==> src/rtl/ea_pkg.sv <==
// Shared definitions for the effective address generator.
// Assumes a 4-bit mode field; codes 13..15 are treated as implied.
package ea_pkg;

    typedef enum logic [3:0] {
        EA_IMPLIED = 4'd0,
        EA_ACCUM   = 4'd1,
        EA_IMMED   = 4'd2,
        EA_ZPG     = 4'd3,
        EA_ZPG_X   = 4'd4,
        EA_ZPG_Y   = 4'd5,
        EA_ABSO    = 4'd6,
        EA_ABSO_X  = 4'd7,
        EA_ABSO_Y  = 4'd8,
        EA_IND     = 4'd9,
        EA_IND_X   = 4'd10,
        EA_IND_Y   = 4'd11,
        EA_REL     = 4'd12
    } ea_mode_e;

    typedef enum logic [1:0] {
        SQ_IDLE = 2'd0,
        SQ_LO   = 2'd1,
        SQ_HI   = 2'd2
    } seq_state_e;

endpackage

==> src/rtl/ea_idx_add.sv <==
// Adds an unsigned index byte to a two-byte base and reports whether the
// high byte changed (page crossing). Purely combinational.
// Assumes the result wraps modulo 2**(2*DATA_W).
module ea_idx_add #(
    parameter int DATA_W = 8
) (
    input  logic [2*DATA_W-1:0] base,
    input  logic [DATA_W-1:0]   idx,
    output logic [2*DATA_W-1:0] sum,
    output logic                crossed
);
    localparam int AW = 2 * DATA_W;

    // Wide add and high-byte comparison.
    always_comb begin
        sum     = base + AW'(idx);
        crossed = (sum[AW-1:DATA_W] != base[AW-1:DATA_W]);
    end

endmodule

==> src/rtl/ea_decode.sv <==
// Resolves the modes that need no memory access and prepares the pointer
// address and wrap rule for the three pointer-based modes.
// Assumes pc is the address of the first operand byte.
module ea_decode
    import ea_pkg::*;
#(
    parameter int DATA_W = 8
) (
    input  logic [3:0]          mode,
    input  logic [DATA_W-1:0]   lo,
    input  logic [DATA_W-1:0]   hi,
    input  logic [DATA_W-1:0]   x,
    input  logic [DATA_W-1:0]   y,
    input  logic [2*DATA_W-1:0] pc,
    output logic [2*DATA_W-1:0] dir_addr,
    output logic                dir_pen,
    output logic                is_ind,
    output logic                is_indy,
    output logic [2*DATA_W-1:0] ptr_addr,
    output logic                ptr_wrap
);
    localparam int AW = 2 * DATA_W;
    localparam logic [DATA_W-1:0] PAGE0 = '0;

    logic [DATA_W-1:0] abs_idx;
    logic [AW-1:0]     abs_sum;
    logic              abs_cross;
    logic [DATA_W-1:0] zx;
    logic [DATA_W-1:0] zy;
    logic [AW-1:0]     rel_off;

    // Index select for the absolute indexed forms.
    assign abs_idx = (mode == EA_ABSO_Y) ? y : x;

    ea_idx_add #(.DATA_W(DATA_W)) u_abs_add (
        .base    ({hi, lo}),
        .idx     (abs_idx),
        .sum     (abs_sum),
        .crossed (abs_cross)
    );

    // Page-zero sums wrap in the byte width; branch offset sign-extended.
    always_comb begin
        zx      = lo + x;
        zy      = lo + y;
        rel_off = {{DATA_W{lo[DATA_W-1]}}, lo};
    end

    // Per-mode selection of direct result or pointer setup.
    always_comb begin
        dir_addr = '0;
        dir_pen  = 1'b0;
        is_ind   = 1'b0;
        is_indy  = 1'b0;
        ptr_addr = '0;
        ptr_wrap = 1'b0;
        case (mode)
            EA_IMMED:  dir_addr = pc;
            EA_ZPG:    dir_addr = {PAGE0, lo};
            EA_ZPG_X:  dir_addr = {PAGE0, zx};
            EA_ZPG_Y:  dir_addr = {PAGE0, zy};
            EA_ABSO:   dir_addr = {hi, lo};
            EA_ABSO_X,
            EA_ABSO_Y: begin
                dir_addr = abs_sum;
                dir_pen  = abs_cross;
            end
            EA_REL:    dir_addr = pc + AW'(1) + rel_off;
            EA_IND: begin
                is_ind   = 1'b1;
                ptr_addr = {hi, lo};
            end
            EA_IND_X: begin
                is_ind   = 1'b1;
                ptr_wrap = 1'b1;
                ptr_addr = {PAGE0, zx};
            end
            EA_IND_Y: begin
                is_ind   = 1'b1;
                is_indy  = 1'b1;
                ptr_wrap = 1'b1;
                ptr_addr = {PAGE0, lo};
            end
            default: dir_addr = '0;
        endcase
    end

endmodule

==> src/rtl/ea_ptr_seq.sv <==
// Fetches a little-endian pointer one byte per cycle: low byte, then high.
// Assumes rdata answers mem_addr in the same cycle. When wrap is set the
// second address stays inside the pointer's page; otherwise it carries.
module ea_ptr_seq
    import ea_pkg::*;
#(
    parameter int DATA_W = 8
) (
    input  logic                clk,
    input  logic                rst_n,
    input  logic                go,
    input  logic [2*DATA_W-1:0] ptr,
    input  logic                wrap,
    input  logic [DATA_W-1:0]   rdata,
    output logic                mem_rd,
    output logic [2*DATA_W-1:0] mem_addr,
    output logic                busy,
    output logic                fin,
    output logic [2*DATA_W-1:0] word
);
    localparam int AW = 2 * DATA_W;

    seq_state_e        st;
    logic [AW-1:0]     ptr_q;
    logic              wrap_q;
    logic [DATA_W-1:0] lo_q;
    logic [AW-1:0]     nxt;

    // State progression and byte capture.
    always_ff @(posedge clk) begin
        if (!rst_n) begin
            st     <= SQ_IDLE;
            ptr_q  <= '0;
            wrap_q <= 1'b0;
            lo_q   <= '0;
        end else begin
            case (st)
                SQ_IDLE: if (go) begin
                    st     <= SQ_LO;
                    ptr_q  <= ptr;
                    wrap_q <= wrap;
                end
                SQ_LO: begin
                    lo_q <= rdata;
                    st   <= SQ_HI;
                end
                SQ_HI:   st <= SQ_IDLE;
                default: st <= SQ_IDLE;
            endcase
        end
    end

    // Address of the high pointer byte, with or without page wrap.
    always_comb begin
        if (wrap_q)
            nxt = {ptr_q[AW-1:DATA_W], ptr_q[DATA_W-1:0] + DATA_W'(1)};
        else
            nxt = ptr_q + AW'(1);
    end

    // Read port drive and completion indication.
    always_comb begin
        mem_rd   = (st != SQ_IDLE);
        busy     = (st != SQ_IDLE);
        fin      = (st == SQ_HI);
        word     = {rdata, lo_q};
        case (st)
            SQ_LO:   mem_addr = ptr_q;
            SQ_HI:   mem_addr = nxt;
            default: mem_addr = '0;
        endcase
    end

endmodule

==> src/rtl/ea_gen.sv <==
// Top of the effective address generator. Accepts a request when idle,
// returns direct-mode addresses one cycle later and pointer-mode addresses
// three cycles later, each with a one-cycle done strobe and penalty flag.
// Assumes inputs are valid only on the accepting cycle.
module ea_gen #(
    parameter int DATA_W = 8
) (
    input  logic                clk,
    input  logic                rst_n,
    input  logic                start,
    input  logic [3:0]          mode,
    input  logic [DATA_W-1:0]   opnd_lo,
    input  logic [DATA_W-1:0]   opnd_hi,
    input  logic [DATA_W-1:0]   idx_x,
    input  logic [DATA_W-1:0]   idx_y,
    input  logic [2*DATA_W-1:0] pc,
    output logic                mem_rd,
    output logic [2*DATA_W-1:0] mem_addr,
    input  logic [DATA_W-1:0]   mem_rdata,
    output logic [2*DATA_W-1:0] ea,
    output logic                done,
    output logic                page_pen
);
    localparam int AW = 2 * DATA_W;

    logic [AW-1:0]     dir_addr;
    logic              dir_pen;
    logic              is_ind;
    logic              is_indy;
    logic [AW-1:0]     ptr_addr;
    logic              ptr_wrap;
    logic              busy;
    logic              fin;
    logic [AW-1:0]     word;
    logic              accept;
    logic              indy_q;
    logic [DATA_W-1:0] y_q;
    logic [AW-1:0]     post_sum;
    logic              post_cross;
    logic [AW-1:0]     ea_q;
    logic              done_q;
    logic              pen_q;

    ea_decode #(.DATA_W(DATA_W)) u_decode (
        .mode     (mode),
        .lo       (opnd_lo),
        .hi       (opnd_hi),
        .x        (idx_x),
        .y        (idx_y),
        .pc       (pc),
        .dir_addr (dir_addr),
        .dir_pen  (dir_pen),
        .is_ind   (is_ind),
        .is_indy  (is_indy),
        .ptr_addr (ptr_addr),
        .ptr_wrap (ptr_wrap)
    );

    // A request is taken only when no pointer fetch is running.
    assign accept = start & ~busy;

    ea_ptr_seq #(.DATA_W(DATA_W)) u_seq (
        .clk      (clk),
        .rst_n    (rst_n),
        .go       (accept & is_ind),
        .ptr      (ptr_addr),
        .wrap     (ptr_wrap),
        .rdata    (mem_rdata),
        .mem_rd   (mem_rd),
        .mem_addr (mem_addr),
        .busy     (busy),
        .fin      (fin),
        .word     (word)
    );

    // Hold the post-index value and mode flag for the pointer fetch.
    always_ff @(posedge clk) begin
        if (!rst_n) begin
            indy_q <= 1'b0;
            y_q    <= '0;
        end else if (accept) begin
            indy_q <= is_indy;
            y_q    <= idx_y;
        end
    end

    ea_idx_add #(.DATA_W(DATA_W)) u_post_add (
        .base    (word),
        .idx     (y_q),
        .sum     (post_sum),
        .crossed (post_cross)
    );

    // Result register: direct modes on accept, pointer modes on last read.
    always_ff @(posedge clk) begin
        if (!rst_n) begin
            ea_q   <= '0;
            done_q <= 1'b0;
            pen_q  <= 1'b0;
        end else begin
            done_q <= 1'b0;
            pen_q  <= 1'b0;
            if (accept && !is_ind) begin
                ea_q   <= dir_addr;
                pen_q  <= dir_pen;
                done_q <= 1'b1;
            end else if (fin) begin
                ea_q   <= indy_q ? post_sum : word;
                pen_q  <= indy_q & post_cross;
                done_q <= 1'b1;
            end
        end
    end

    assign ea       = ea_q;
    assign done     = done_q;
    assign page_pen = pen_q;

endmodule

==> config.mk <==
export PLATFORM = sky130hd
export DESIGN_NAME = ea_gen
export DESIGN_NICKNAME = d
export VERILOG_FILES = /design/src/rtl/ea_pkg.sv /design/src/rtl/ea_idx_add.sv /design/src/rtl/ea_decode.sv /design/src/rtl/ea_ptr_seq.sv /design/src/rtl/ea_gen.sv
export SDC_FILE = /design/constraint.sdc
export NUM_CORES = 1
export LEC_CHECK = 0
export BUFFER_PORTS_ARGS = -buffer_cell sky130_fd_sc_hd__buf_4
export CAP_MARGIN = 20
export CORE_MARGIN = 3
export CORE_UTILIZATION = 53
export DETAILED_ROUTE_END_ITERATION = 7
export GPL_TIMING_DRIVEN = 0
export PLACE_DENSITY_LB_ADDON = 0.25
export SLEW_MARGIN = 20
export SYNTH_ARGS = -nofsm -noshare
export SYNTH_HDL_FRONTEND = slang
export SYNTH_SLANG_ARGS = --single-unit
==> constraint.sdc <==
create_clock -name clk -period 3.3 [get_ports clk]
set_input_delay 0.66 -clock clk [delete_from_list [all_inputs] [get_ports clk]]
set_output_delay 0.66 -clock clk [all_outputs]
set_load 0.02 [all_outputs]
==> impl_metrics.env <==
export IMPL_min_period_over_period_pct=104
export IMPL_drtPass1Iterations=5
export IMPL_grt_first_pass_wirelength_mm=31.7
export IMPL_area_growth_pct=22.0
export IMPL_via_per_inst=6.51
export IMPL_clock_latency_ns=0.31
export IMPL_min_path_type="reg -> reg"
export IMPL_r2r_start="u_seq.lo_q[1]"
export IMPL_port_buffer_count=96
export IMPL_grt_overflow_total=0
export IMPL_dieArea_mm2=0.0123
export IMPL_max_cap_viol_count=0
export IMPL_first_global_vias=6085
export IMPL_initial_core_util_pct=55.7
export IMPL_routedWlPerCell_um=20.6
export IMPL_synth_cell_area_mm2=0.00585
export IMPL_setup_ws_ns=-0.129
export IMPL_synth_seq_area_share_pct=18.5
export IMPL_most_common_layout_cells="106 x buf_4, 62 x nand2_1, 54 x dfxtp_1"
export IMPL_cts_tree="built"
export IMPL_drt_iter0_markers=600
export IMPL_skew_ns=0.0128
export IMPL_crit_path_start_kind="primary input"
export IMPL_cts_buffers=5
export IMPL_yosysWarnings=0
export IMPL_ys_types=78
export IMPL_grt_max_degree=17
export IMPL_worst_pin_slew_ns=1.01
export IMPL_cts_buffer_depth=2
export IMPL_cts_root_buf="clkbuf_8"
export IMPL_ff2ff_setup_slack_ns=0.64
export IMPL_cts_hold_buf=0
export IMPL_crit_end="page_pen"
export IMPL_fp_dieW_um=111
export IMPL_setup_viol=7
export IMPL_worstPathMaxFanout=6
export IMPL_synth_edf_count=0
export IMPL_num_vias=6534
export IMPL_die_height_um=111
export IMPL_netlist_area_leader_share_pct=18.5
export IMPL_cp_end_kind="flip-flop"
export IMPL_gp_congestion=1.03
export IMPL_ys_ff_latch=54
export IMPL_dp_cells=985
export IMPL_coreArea_mm2=0.0105
export IMPL_synthCells=753
export IMPL_htree_levels=2
export IMPL_critPathRequiredTime_ns=3.51
export IMPL_hpwl_mm=16.5
export IMPL_syn_avg_cell_area_um2=7.77
export IMPL_r2r_end="ea[7]"
export IMPL_layout_drive_gt1_share_pct=21.3
export IMPL_yosysTopAreaCell="dfxtp_1"
export IMPL_hp_start="y_q[2]"
export IMPL_p_leak_uw=0.00290
export IMPL_diodes=0
export IMPL_finalNonFillerCells=1004
export IMPL_clkTransAtPathRegs_ns=0.10
export IMPL_final_common_cell="buf_4"
export IMPL_synth_ff_type="dfxtp_1"
export IMPL_status="finished, violations left"
export IMPL_syn_nets=873
export IMPL_p_per_area_mw_per_mm2=269
export IMPL_synthTopCellsByArea="dfxtp_1 18%, ha_1 11%, o21ai_0 4.9%"
export IMPL_async_reset_ff_share_pct=0
export IMPL_ios=98
export IMPL_grt_antenna_before_repair=0
export IMPL_relSlewSlack_pct=30.8
export IMPL_fmax_mhz=292
export IMPL_violations="setup timing"
export IMPL_period_minus_slack_ns=3.43
export IMPL_ant_nets=0
export IMPL_rows=37
export IMPL_utilization_pct=67.9
export IMPL_drc_errors=0
export IMPL_drv_slew=0
export IMPL_criticalPathCategory="in -> reg"
export IMPL_finalHoldViolations=0
export IMPL_cts_sinks=54
export IMPL_cp_arrival_ns=3.64
export IMPL_grt_use_total_pct=31.3
export IMPL_max_vdd_ir_drop_mv=0.175
export IMPL_wirelength_mm=20.7
export IMPL_startpoint="mode[1]"
export IMPL_r2r_cells=8
export IMPL_rsz0062_at_grt="yes"
export IMPL_nets=988
==> per-layer routing <==
metal	global-route usage (%)	share of wire [%]
met1	41.3	41
met3	3.44	8.1
met2	52.7	47
met4	11.6	3.9
met5	0	0
==> cell usage after synthesis (7+ instances only) <==
cell and count:
a211oi_1 14, a21boi_0 16, a21o_1 17, a21oi_1 46
a221oi_1 14, a22oi_1 16, a31oi_1 9, and2_1 16
and3_1 10, buf_2 7, clkbuf_1 21, dfxtp_1 54
ha_1 52, inv_1 21, mux2_2 9, mux2i_1 16
nand2_1 63, nand2b_1 15, nand3_1 12, nor2_1 55
nor2b_1 31, nor3_1 13, nor3b_1 10, o211ai_1 8
o21ai_0 57, o22ai_1 7, xnor2_1 24, xor2_1 15
==> power breakdown <==
part / internal [uW] / switching, uW
Sequential: 683 / 25.9
Clock: 147 / 223
Combinational: 358 / 484
==> through the flow <==
step	setup WS, ns	power, uW	hold slack [ns]	TNS [ns]	cell area [um2]
after floorplan	-0.138	1220	0.448	-0.774	5900
after global placement	-0.653	1470	0.466	-7.11	6790
after detailed placement	-0.752	1490	0.469	-8.12	6790
after CTS	-0.0768	1870	0.485	-0.191	6980
after global routing	-0.204	2010	0.522	-1.15	7130
final	-0.129	1920	0.486	-0.473	7130
==> logic make-up after synthesis <==
kind of cell    share of synthesized area (%)
buf+inv                                  4.09
compound gates                           31.5
xor+xnor                                 5.84
mux                                      4.47
flops                                    18.5
fa+ha+maj                                12.8
simple gates                             22.8
==> registers in the layout, summed over array words and instances, names as in the netlist <==
signal,count
u_seq.lo_q,8
u_seq.st,2
done,1
u_seq.wrap_q,1
y_q,8
page_pen,1
indy_q,1
u_seq.ptr_q,16
ea,16
==> cell type report <==
class / count / area [um2]
Sequential cell: 54 / 1080
Clock buffer: 5 / 68.8
Clock inverter: 2 / 13.8
Inverter: 21 / 78.8
Multi-Input combinational cell: 643 / 4730
Timing Repair Buffer: 108 / 818
Tap cell: 136 / 170
Fill cell: 898 / 3370
Buffer: 35 / 169
==> critical path: stages <==
cell	delay (ns)
buf_12	0.10
or2_1	0.22
buf_6	0.13
nor2_4	0.18
buf_6	0.15
mux2_4	0.33
ha_4	0.17
or3_4	0.39
a211oi_4	0.28
o31ai_4	0.17
and2_1	0.22
nor3_1	0.28
o32ai_1	0.16
and2_1	0.19
==> worst min path at each step <==
stage | to | slack (ns) | cells after the start
after floorplan | y_q[0] | 0.45 | 2
after global placement | y_q[0] | 0.47 | 2
after detailed placement | y_q[2] | 0.47 | 2
after CTS | y_q[2] | 0.49 | 2
after global routing | y_q[2] | 0.52 | 2
final | y_q[2] | 0.49 | 2
==> repair_timing <==
action	in CTS	in global routing
gates cloned	1	0
buffers inserted	6	6
pin swaps	12	13
gates resized for setup	14	25
setup endpoints to repair	16	23
Note: power is estimated with default switching activity, not from simulation.
